## src/rtl/pm_evt_regs.sv

```systemverilog
module pm_evt_regs #(
  parameter int TMR_W = 24
) (
  input  logic        clk,
  input  logic        rst_n,
  input  logic        cfg_wr,
  input  logic [7:0]  cfg_addr,
  input  logic [7:0]  cfg_wdata,
  input  logic        io_wr,
  input  logic [15:0] io_addr,
  input  logic [15:0] io_wdata,
  output logic [31:0] io_rdata,
  input  logic        apm_wr,
  input  logic [7:0]  apm_cmd,
  input  logic        evt_pwrbtn,
  input  logic        evt_rtc,
  input  logic        evt_glock,
  input  logic        tmr_tick,
  input  logic        gpe_sts,
  input  logic        gpe_en,
  output logic        sci,
  output logic        smi
);
  localparam int B_TMR = 0, B_GBL = 5, B_PWR = 8, B_RTC = 10;
  localparam logic [15:0] EVT_MASK = 16'h0521;
  localparam logic [5:0] O_STS = 6'h00, O_EN = 6'h02, O_CTL = 6'h04, O_TMR = 6'h08;
  localparam logic [7:0] CMD_ON = 8'hF1, CMD_OFF = 8'hF0;

  logic [15:0] sts, en, ctl;
  logic [TMR_W-1:0] tmr;
  logic [9:0]  base_hi;
  logic        win_en, smi_en;

  logic       hit;
  logic [5:0] off;
  logic       w_sts, w_en, w_ctl;
  logic [TMR_W-1:0] tmr_nx;
  logic       tmr_flip, armed;
  logic [15:0] set_v;

  assign off   = io_addr[5:0];
  assign hit   = win_en && (io_addr[15:6] == base_hi);
  assign w_sts = io_wr && hit && off == O_STS;
  assign w_en  = io_wr && hit && off == O_EN;
  assign w_ctl = io_wr && hit && off == O_CTL;

  assign tmr_nx   = tmr + TMR_W'(tmr_tick);
  assign tmr_flip = tmr_nx[TMR_W-1] != tmr[TMR_W-1];
  assign armed    = en[B_TMR] && !sts[B_TMR];

  always_comb begin
    set_v = '0;
    set_v[B_TMR] = tmr_flip && armed;
    set_v[B_GBL] = evt_glock;
    set_v[B_PWR] = evt_pwrbtn;
    set_v[B_RTC] = evt_rtc;
  end

  always_comb begin
    io_rdata = '0;
    if (hit) begin
      case (off)
        O_STS:   io_rdata = {16'h0, sts};
        O_EN:    io_rdata = {16'h0, en};
        O_CTL:   io_rdata = {16'h0, ctl};
        O_TMR:   io_rdata = 32'(tmr);
        default: io_rdata = '0;
      endcase
    end
  end

  always_ff @(posedge clk or negedge rst_n) begin
    if (!rst_n) begin
      base_hi <= '0;
      win_en  <= 1'b0;
      smi_en  <= 1'b0;
    end else if (cfg_wr) begin
      case (cfg_addr)
        8'h40: base_hi[1:0] <= cfg_wdata[7:6];
        8'h41: base_hi[9:2] <= cfg_wdata;
        8'h5B: smi_en       <= cfg_wdata[1];
        8'h80: win_en       <= cfg_wdata[0];
        default: ;
      endcase
    end
  end

  always_ff @(posedge clk or negedge rst_n) begin
    if (!rst_n) begin
      sts <= '0;
      en  <= '0;
      ctl <= '0;
      tmr <= '0;
      sci <= 1'b0;
      smi <= 1'b0;
    end else begin
      sts <= ((w_sts ? (sts & ~io_wdata) : sts) | set_v) & EVT_MASK;
      if (w_en) en <= io_wdata;
      if (apm_wr && apm_cmd == CMD_ON)       ctl <= ctl | 16'h0001;
      else if (apm_wr && apm_cmd == CMD_OFF) ctl <= ctl & 16'hFFFE;
      else if (w_ctl)                        ctl <= io_wdata;
      tmr <= tmr_nx;
      sci <= (|(sts & en & EVT_MASK)) || (gpe_sts && gpe_en);
      smi <= apm_wr && smi_en;
    end
  end

  a_r2_win_off: assert property (@(posedge clk) disable iff (!rst_n)
    !win_en |-> io_rdata == 32'h0);
  a_r4_rtc_clear: assert property (@(posedge clk) disable iff (!rst_n)
    (w_sts && io_wdata[B_RTC] && !evt_rtc) |=> !sts[B_RTC]);
  a_r5_sci_cause: assert property (@(posedge clk) disable iff (!rst_n)
    (!(|(sts & en & EVT_MASK)) && !(gpe_sts && gpe_en)) |=> !sci);
  a_r6_tmr_hold: assert property (@(posedge clk) disable iff (!rst_n)
    !tmr_tick |=> $stable(tmr));
  a_r7_cmd_on: assert property (@(posedge clk) disable iff (!rst_n)
    (apm_wr && apm_cmd == CMD_ON) |=> ctl[0]);
  a_r8_smi_cause: assert property (@(posedge clk) disable iff (!rst_n)
    (!apm_wr || !smi_en) |=> !smi);
endmodule

```

## config.mk

```make
export PLATFORM = sky130hd
export DESIGN_NAME = pm_evt_regs
export DESIGN_NICKNAME = d
export VERILOG_FILES = /design/src/rtl/pm_evt_regs.sv
export SDC_FILE = /design/constraint.sdc
export NUM_CORES = 1
export LEC_CHECK = 0
export CORE_UTILIZATION = 40
export DETAILED_ROUTE_END_ITERATION = 12
export GPL_TIMING_DRIVEN = 0
export PLACE_DENSITY = 0.69
export SLEW_MARGIN = 20
export SYNTH_ARGS = -nofsm -noshare
export SYNTH_HDL_FRONTEND = slang
export SYNTH_SLANG_ARGS = --single-unit
```

## constraint.sdc

```tcl
create_clock -name clk -period 2.9 [get_ports clk]
set_input_delay 0.435 -clock clk [delete_from_list [all_inputs] [get_ports clk]]
set_output_delay 0.435 -clock clk [all_outputs]
set_load 0.01 [all_outputs]
```

# [Word-level counts from Yosys, hierarchy flattened]
# Cells that the tools add are included.
[op_classes] addsub=1 bitwise=6 eq_ne=11 reduce_logical=21 n_mux=6
[ops] op="$pmux W24 S4" count=1
[ops] op="$add A24 B1 Y24" count=1
[ops] op="$eq A8 B7 Y1 const B" count=3
[ops] op="$eq A8 B8 Y1 const B" count=3
[ops] op="$mux W24" count=1
[ops] op="$and A11 B11 Y11" count=2
[ops] op="$logic_and A1 B1 Y1" count=11
[ops] op="$mux W11" count=1
[ops] op="$not A11 Y11" count=1
[ops] op="$or A11 B11 Y11" count=1
[ops] op="$eq A10 B10 Y1" count=1
[ops] op="$reduce_and A2 Y1" count=4
[ops] op="$eq A6 B2 Y1 const B" count=1
[ops] op="$eq A6 B3 Y1 const B" count=1
[ops] op="$eq A6 B4 Y1 const B" count=1
[ops] op="$logic_not A6 Y1" count=1
[ops] op="$reduce_or A4 Y1" count=1
[ops] op="$mux W1" count=3
[ops] op="$reduce_and A3 Y1" count=1
[ops] op="$reduce_bool A3 Y1" count=1
[ops] op="$not A1 Y1" count=2
[ops] op="$logic_not A1 Y1" count=1
[ops] op="$logic_or A1 B1 Y1" count=1
[ops] op="$ne A1 B1 Y1" count=1
[totals] inputBits=67 word_cells=56 reg_bits=74

# [Logic depth before layout (Yosys ltp)]
# Gate-level depths: netlist of run 1.
[logic_depth] ltp_word=7 ltp_mapped=6 mapped_depth_nobuf=6

# [Worst setup path before layout of run 1]
# OpenSTA, ideal clock, no wires.
[synth_timing] kind="in2out" from="input port io_addr[2]" to="output port io_rdata[0]" cell_stages=5 setup_slack_ns=0.584 path_buffers=1 arrival_ns=1.881 required_ns=2.465 path_cell_list="or3_4 > nor4b_2 > buf_4 > a22oi_1 > a21oi_1"
[synth_between] elab_chain_cells=3 elab_cells_between_ends=6 classes_between="eq/ne: 3; mux: 2; reduce/logical: 1"
[synth_rtl] element="start: declaration" line_no="10" text="input logic [15:0] io_addr,"
[synth_rtl] element="$eq A6 B4 Y1 (tied with other cells)" line_no="62" text="case (off)"
[synth_rtl] element="$pmux W24 S4 (*)" line_no="62"
[synth_rtl] element="$mux W24 (*)" line_no="61" text="if (hit) begin"
[synth_rtl] element="end: declaration" line_no="12" text="output logic [31:0] io_rdata,"
# Every way passes the cells marked *; elsewhere a longest branch is shown, timed or not.

# [Final worst setup path of run 1]
[layout_timing] from="input port io_addr[1]" to="output port io_rdata[6]"
# Same word-level chain as after synthesis.

==> reports/results.txt, run 1 <==
fmax = 0.358 GHz
Slew Limit Fails = 0
ratio of cells with drive above 1 in the final layout = 24.5%
Clock Path Buffers = 2
max incr delay on CP = 0.53 ns
most frequent cells in the layout = dfrtp_1, clkdlybuf4s50_1, mux2_2, xnor2_1, nor2_1
Post-synth EDFFs = 0
clock buffer count from CTS = 9
Fin. Hold Viols = 0
crit path launch type = input pin
HPWL Detailed = 6550 um
die width = 97.2 um
Synth Cell Area = 0.00363 mm^2
Crit Path Max Fanout = 10
critical path class = in -> out
vias in the first global route = 2,967
worst path required time = 2.47 ns
Tmin final = 2.80 ns
crit path from = io_addr[1]
met2 usage = 32.4%
met3 GRT Util = 4.10%
Die ar. = 0.00945 mm^2
Main synth FF type = dfrtp_1
Root Buffer = clkbuf_8
worst-margin pin slew = 0.878 ns
WL final = 8880 um
worst-case vdd ir drop = 0.226 mV
DRT Pass-1 Iters = 5
initial antenna violation count = 0
Critical Path End Type = output port
slew margin rel. = 41.0%
met1 usage = 26.3%
crit path DAT = 2.36 ns
critical hold path startpoint = tmr[23]$_DFF_PN0_
core area = 0.00876 mm^2
Site Rows = 34
Power per Cell Area = 422 mW/mm^2
RR Startpoint = base_hi[8]$_DFFE_PN0P_
CTS HTree Levels = 3
fraction of registers with async set/reset = 100%
Vias/cell = 5.30
# DRC = 0
Final period util = 96.5%
routed len/inst = 16.7 um
syn_area_per_cell = 12.1 um^2
Final setup viols = 0
status = finished, final reports clean
GR Overflow Total = 0
ANT nets after route = 0
Die Ht = 97.2 um
largest net degree at the start of global routing = 55
final instance area = 0.00501 mm^2
Yosys warnings = 0
GRT Total Usage = 19.9%
Total Nets Final = 490
GP Congestion = 0.735
worst clock skew = 0.00761 ns
sequential share of the synthesized area = 51.1%
Gate Count Post-Synth = 301
PortBufs = 92
fillers = 760
Max Cap Viol = 0
ANT cells = 0
CTS tree = yes
Top Ports = 101
clk slew on worst S/H paths = 0.07 ns
Layout area overhead = 38.1%
most common cell after layout, fill and taps aside = dfrtp_1
Min-Delay Path Class = reg -> reg
via count = 2,824
DR iter-0 viols = 189
crit-path cells = clkdlybuf4s50_1 -> maj3_1 -> nor4_2 -> nand3_2 -> clkbuf_2 -> nor2_1 -> dlygate4sd2_1
global route hottest layer = met2
DP Area = 0.00473 mm^2
hold_ws = 0.460 ns
first-pass GRT wire length = 14,800 um
slowest cell on the critical path = clkdlybuf4s50_1
clock sinks = 74
Clock Latency Late Sink = 0.35 ns
Static Leak = 2.31 nW
post-synthesis cell type count = 38
reg2reg setup slack = 0.51 ns
Initial Utilization = 41.4%
#FFs+latches synth = 74
report_power, final:
part | total [mW] | leakage, nW | internal [mW] | switching, mW
clock network | 0.703 | 0.0920 | 0.348 | 0.354
registers | 1.15 | 0.997 | 1.09 | 0.0652
logic | 0.256 | 1.22 | 0.155 | 0.101
layout make-up:
class	count	area, um^2	share of cell area, %
flip-flops and latches	74	1850	37.0
clock inverters	3	15.0	0.300
clock buffers	12	155	3.10
multi-input cells	215	1720	34.4
inverters	1	3.75	0.0749
well taps	108	135	2.70
repair buffers	103	1000	20.0
plain buffers	17	124	2.47
stage by stage:
step                cells  power [mW]  setup slack [ns]  utilization [%]  setup TNS (ns)
CTS                   532        2.13           -0.0547             56.8         -0.0766
floorplan             308        1.26             0.584                -               0
detailed placement    509        1.42            -0.884             54.0          -17.99
finish                533        2.11             0.103             57.2               0
global route          533        2.22           -0.0103             57.2         -0.0156
global placement      508        1.41             -1.18             53.7         -104.92
registers in the layout, indices dropped and copies added (netlist names):
| name | count |
|---|---|
| smi | 1 |
| ctl | 16 |
| sts | 4 |
| base_hi | 10 |
| en | 16 |
| tmr | 24 |
| smi_en | 1 |
| sci | 1 |
| win_en | 1 |
cells by family (layout without fill, tap and decap cells):
| group | Yosys count | after routing | synth area share [%] |
|---|---|---|---|
| other | 1 | 8 | 0.103 |
| muxes | 45 | 45 | 14.9 |
| AOI/OAI and AO/OA | 30 | 30 | 6.76 |
| xor gates and xnor gates | 32 | 32 | 7.73 |
| buffers and inverters | 19 | 136 | 3.14 |
| adders and majority gates | 3 | 3 | 0.966 |
| and+or+nand+nor | 97 | 97 | 15.3 |
| DFF | 74 | 74 | 51.1 |
path summary, 6_finish.rpt:
check,to,cells past startpoint
max,io_rdata[6],7
max reg2reg,en[13]$_DFFE_PN0P_,6
min reg2reg,tmr[23]$_DFF_PN0_,1
min,tmr[23]$_DFF_PN0_,1
max in group asynchronous,base_hi[6]$_DFFE_PN0P_,3
min in group asynchronous,tmr[17]$_DFF_PN0_,2
routing by layer:
metal / share of wire, % / vias to the layer above
li1: - / 1329
met1: 45 / 1409
met2: 49 / 72
met3: 4.2 / 14
met4: 1.7 / 0
met5: 0 / -
synthesized netlist by cell type, types with 3 or more instances:
cell type	n	area [um^2]
xnor2_1	27	236
a21oi_1	5	25.0
buf_4	9	67.6
nor2_1	21	78.8
dfrtp_1	74	1850
xor2_1	5	43.8
a22oi_1	9	67.6
a222oi_1	13	130
nand4_1	9	56.3
mux2_4	10	150
mux2_2	33	372
and2_1	9	56.3
and3_1	8	50.1
nand3_1	17	85.1
nor3_1	5	25.0
a21o_1	3	22.5
nand2_1	11	41.3
clkbuf_1	7	26.3
worst max-delay path: cells and delay by family:
kind | cells | cell delay, ns
buffers and inverters | 3 | 1.04
AND/OR/NAND/NOR | 3 | 0.47
adder cells (fa/ha/maj) | 1 | 0.42
what timing repair did:
item,in CTS,in global routing
resized for setup,62,9
hold endpoints to repair,20,0
hold buffers,1,0
setup buffers,7,1
gates cloned,1,0
endpoints found under the setup margin,24,17
pin swaps,7,3
No activity file was read; power rests on OpenSTA's default activity.
==> run 2: changes to the inputs <==
- MAX_ROUTING_LAYER: default -> met4
==> reports/results.txt, run 2 (same netlist as run 1, synthesis figures left out) <==
most common cell after layout, fill and taps aside = dfrtp_1
Power per Cell Area = 422 mW/mm^2
WL final = 8920 um
HPWL Detailed = 6550 um
crit path DAT = 2.38 ns
Die ar. = 0.00945 mm^2
max reg flops = 24
GRT Total Usage = 20.4%
GR Overflow Total = 0
Finished Layout Cells = 533
critical path class = in -> out
CTS tree = yes
status = finished, final reports clean
Place WS = -0.884 ns
Crit Path Max Fanout = 10
Static Leak = 2.31 nW
final instance area = 0.00501 mm^2
first-pass GRT wire length = 14,800 um
ANT nets after route = 0
Fin. Hold Viols = 0
fmax = 0.356 GHz
Root Buffer = clkbuf_8
slew margin rel. = 41.1%
clock buffer count from CTS = 9
Final setup viols = 0
worst clock skew = 0.00691 ns
worst-margin pin slew = 0.877 ns
critical path's top delay family = buffers and inverters
Max Cap Viol = 0
die width = 97.2 um
crit-path cells = clkdlybuf4s50_1 -> maj3_1 -> nor4_2 -> nand3_2 -> clkbuf_2 -> nor2_1 -> dlygate4sd2_1
Initial Utilization = 41.4%
Final period util = 97.0%
DR iter-0 viols = 189
via count = 2,819
crit path from = io_addr[1]
Reg with most FFs = tmr
routed len/inst = 16.7 um
vias in the first global route = 2,970
Site Rows = 34
Vias/cell = 5.29
slowest cell on the critical path = clkdlybuf4s50_1
worst path required time = 2.47 ns
initial antenna violation count = 0
RR Startpoint = base_hi[8]$_DFFE_PN0P_
Slew Limit Fails = 0
ANT cells = 0
DRT Pass-1 Iters = 5
Die Ht = 97.2 um
core area = 0.00876 mm^2
max incr delay on CP = 0.54 ns
# DRC = 0
Critical Path End Type = output port
WP buf/inv = 3
top flop regs = tmr x24, ctl x16, en x16
r2r worst-path depth = 6
Placed Instances = 509
hold_ws = 0.460 ns
Layout area overhead = 38.1%
PortBufs = 92
GP Congestion = 0.744
Total Nets Final = 490
ratio of cells with drive above 1 in the final layout = 24.5%
DP Area = 0.00473 mm^2
clock sinks = 74
clk slew on worst S/H paths = 0.07 ns
Min-Delay Path Class = reg -> reg
Tmin final = 2.81 ns
crit path launch type = input pin
Clock Path Buffers = 2
largest net degree at the start of global routing = 55
reg2reg setup slack = 0.51 ns
Final WS setup = 0.0883 ns
worst-case vdd ir drop = 0.227 mV
Top Ports = 101
most frequent cells in the layout = dfrtp_1, clkdlybuf4s50_1, mux2_2, xnor2_1, nor2_1
CTS HTree Levels = 3
reg2reg end = en[9]$_DFFE_PN0P_
total power = 2.11 mW
Crit path depth = 7
CP Capture Point = io_rdata[3]
Clock Latency Late Sink = 0.35 ns
run 2: cell counts in the layout (fill, tap and decap cells not counted):
No cell type changed its count.
run 2: timing repair:
action	4_1_cts	5_1_grt
hold buffers	1	0
hold endpoints to repair	20	0
gates resized for setup	62	9
pin swaps	7	3
setup endpoints to repair	24	17
buffers inserted	7	1
gates cloned	1	0
run 2: worst min path at each step:
| stage | startpoint | end | depth (start not counted) |
|---|---|---|---|
| after floorplan | rst_n | base_hi[0]$_DFFE_PN0P_ | 0 |
| after global placement | tmr[23]$_DFF_PN0_ | tmr[23]$_DFF_PN0_ | 1 |
| after detailed placement | rst_n | en[15]$_DFFE_PN0P_ | 1 |
| after CTS | tmr[23]$_DFF_PN0_ | tmr[23]$_DFF_PN0_ | 1 |
| after global routing | tmr[23]$_DFF_PN0_ | tmr[23]$_DFF_PN0_ | 1 |
| final | tmr[23]$_DFF_PN0_ | tmr[23]$_DFF_PN0_ | 1 |
run 2: metal layers:
layer | GRT usage [%] | wire, um | vias to the layer above
met2 | 32.3 | 4420 | 59
met3 | 3.45 | 310 | 14
li1 | - | - | 1331
met5 | - | 0 | -
met4 | 7.13 | 143 | 0
met1 | 26.6 | 4040 | 1415
run 2: layout make-up:
type / count / area, um^2
clock inverters: 3 / 15.0
clock buffers: 12 / 155
well taps: 108 / 135
fillers: 760 / 3750
inverters: 1 / 3.75
multi-input cells: 215 / 1720
repair buffers: 103 / 1000
plain buffers: 17 / 124
flip-flops and latches: 74 / 1850
run 2: power by group:
part	total, mW	internal, mW	switching (mW)
Sequential	1.15	1.09	0.0642
Combinational	0.256	0.155	0.101
Clock	0.703	0.348	0.354
Total	2.11	1.59	0.520
run 2: stage by stage:
stage          utilization (%)  TNS, ns
5_1_grt                   57.2  -0.0151
4_1_cts                   56.8  -0.0766
6_report                  57.2        0
2_1_floorplan                -        0
3_3_place_gp              53.7  -104.92
3_5_place_dp              54.0   -17.99
==> run 3: changes to the inputs <==
- CORE_UTILIZATION: 40 -> 36
- PLACE_DENSITY: 0.69 -> default
==> reports/results.txt, run 3 (same netlist as run 1, synthesis figures left out) <==
Layout Utilization = 52.2%
WP buf/inv = 3
# DRC = 0
Vias/cell = 4.96
GRT Total Usage = 19.2%
Power per Cell Area = 454 mW/mm^2
reg2reg end = en[7]$_DFFE_PN0P_
critical hold path startpoint = tmr[23]$_DFF_PN0_
Die Ht = 102 um
Clock Path Buffers = 2
worst-case vdd ir drop = 0.256 mV
via count = 2,772
clock buffer count from CTS = 9
Site Rows = 36
Top Ports = 101
initial antenna violation count = 0
RR Startpoint = base_hi[3]$_DFFE_PN0P_
Max Cap Viol = 0
worst clock skew = 0.0136 ns
Die ar. = 0.0105 mm^2
WL final = 9010 um
ANT nets after route = 0
core area = 0.00977 mm^2
r2r worst-path depth = 6
slowest cell on the critical path = clkdlybuf4s50_1
CTS HTree Levels = 3
Layout area overhead = 40.5%
Final setup viols = 0
status = finished, final reports clean
Place WS = -0.878 ns
crit-path cells = clkdlybuf4s50_1 -> maj3_1 -> nor4_1 -> nand3_2 -> buf_4 -> nor2_1 -> dlygate4sd2_1
clock sinks = 74
Total Nets Final = 490
Tmin final = 2.84 ns
most common cell after layout, fill and taps aside = dfrtp_1
Initial Utilization = 37.1%
met1 wire length = 4310 um
Hold Path Cell Cnt = 1
clk slew on worst S/H paths = 0.08 ns
Crit Path Max Fanout = 6
Min-Delay Path Class = reg -> reg
critical path class = in -> out
Slew Limit Fails = 0
area of the multi-input gates = 0.00172 mm^2
GP Congestion = 0.753
largest net degree at the start of global routing = 52
CTS tree = yes
Final period util = 98.0%
Fin. Hold Viols = 0
DRT Pass-1 Iters = 4
Critical Path End Type = output port
WHS Endpoint = tmr[23]$_DFF_PN0_
met2 WL post-DR = 4410 um
met3 wire len = 247 um
critical path's top delay family = buffers and inverters
fillers = 929
Clock Latency Late Sink = 0.35 ns
HPWL Detailed = 6710 um
ratio of cells with drive above 1 in the final layout = 23.5%
Final WS setup = 0.0566 ns
most frequent cells in the layout = dfrtp_1, clkdlybuf4s50_1, mux2_2, xnor2_1, nor2_1
vias in the first global route = 2,681
worst-margin pin slew = 0.891 ns
top flop regs = tmr x24, ctl x16, en x16
max incr delay on CP = 0.51 ns
crit path launch type = input pin
uppermost layer routed = met4
die width = 102 um
crit path DAT = 2.41 ns
Reg with most FFs = tmr
fmax = 0.352 GHz
reg2reg setup slack = 0.46 ns
GR Overflow Total = 0
slew margin rel. = 40.1%
ANT cells = 0
PortBufs = 92
first-pass GRT wire length = 14,400 um
routed len/inst = 16.1 um
Sequential cell area = 0.00185 mm^2
total power = 2.31 mW
worst path required time = 2.47 ns
Root Buffer = clkbuf_8
max reg flops = 24
Static Leak = 2.39 nW
DR iter-0 viols = 108
-- run 3: changes by cell type in the layout (fill, tap and decap cells not counted), sizes merged, moves of 2 or more --
cell / before / now
buf: 27 / 23
clkdlybuf4s15: 8 / 3
clkinvlp: 0 / 2
dlygate4sd2: 13 / 17
bufinv: 0 / 2
dlymetal6s2s: 3 / 6
-- run 3: worst max-delay path by stage --
stage,from,end,slack [ns],depth (start not counted)
2_1_floorplan,io_addr[2],io_rdata[0],0.58,5
3_3_place_gp,rst_n,smi_en$_DFFE_PN0P_,-1.23,1
3_5_place_dp,io_addr[2],io_rdata[0],-0.88,7
4_1_cts,io_addr[1],io_rdata[6],-0.26,7
5_1_grt,io_addr[3],io_rdata[0],-0.04,7
6_report,io_addr[3],io_rdata[1],0.06,7
-- run 3: per-layer routing --
metal / GRT usage, % / vias up
met1: 26.5 / 1380
met4: 5.60 / 0
met5: - / -
li1: - / 1335
met2: 28.8 / 55
met3: 3.49 / 2
-- run 3: metrics by stage --
stage | cell area, um^2 | TNS [ns] | hold slack, ns | cells
after floorplan | 3650 | 0 | 0.139 | 308
after global placement | 4740 | -108.20 | 0.460 | 533
after detailed placement | 4770 | -17.74 | 0.362 | 534
after CTS | 5060 | -0.716 | 0.479 | 556
after global routing | 5100 | -0.101 | 0.498 | 559
final | 5100 | 0 | 0.465 | 559
-- run 3: repair_timing --
action	4_1_cts	5_1_grt
gates cloned	1	0
endpoints found under the hold margin	23	0
buffers inserted	5	3
resized for setup	39	15
endpoints found under the setup margin	24	18
pin swaps	4	2
hold buffers	1	0
-- run 3: layout make-up --
cell class,instances,area share [%]
clock buffers,9,2.43
inverters,1,0.0736
plain buffers,17,2.43
clock inverters,7,1.99
flip-flops and latches,74,36.3
repair buffers,103,19.8
multi-input cells,215,33.7
well taps,133,3.26
-- run 3: power breakdown --
group | total (mW) | internal, mW | leakage, nW | switching (mW)
clock | 0.906 | 0.490 | 0.106 | 0.416
sequential | 1.15 | 1.09 | 0.997 | 0.0634
combinational | 0.257 | 0.155 | 1.28 | 0.102
total | 2.31 | 1.73 | 2.39 | 0.581
-- run 3: worst reg2reg max path, stage by stage (launching register included) --
cell and delay (ns):
dfrtp_1 0.39, xnor2_1 0.21, nand4_1 0.20, nor3_1 0.77, nand2_4 0.21, buf_6 0.23
mux2_4 0.31
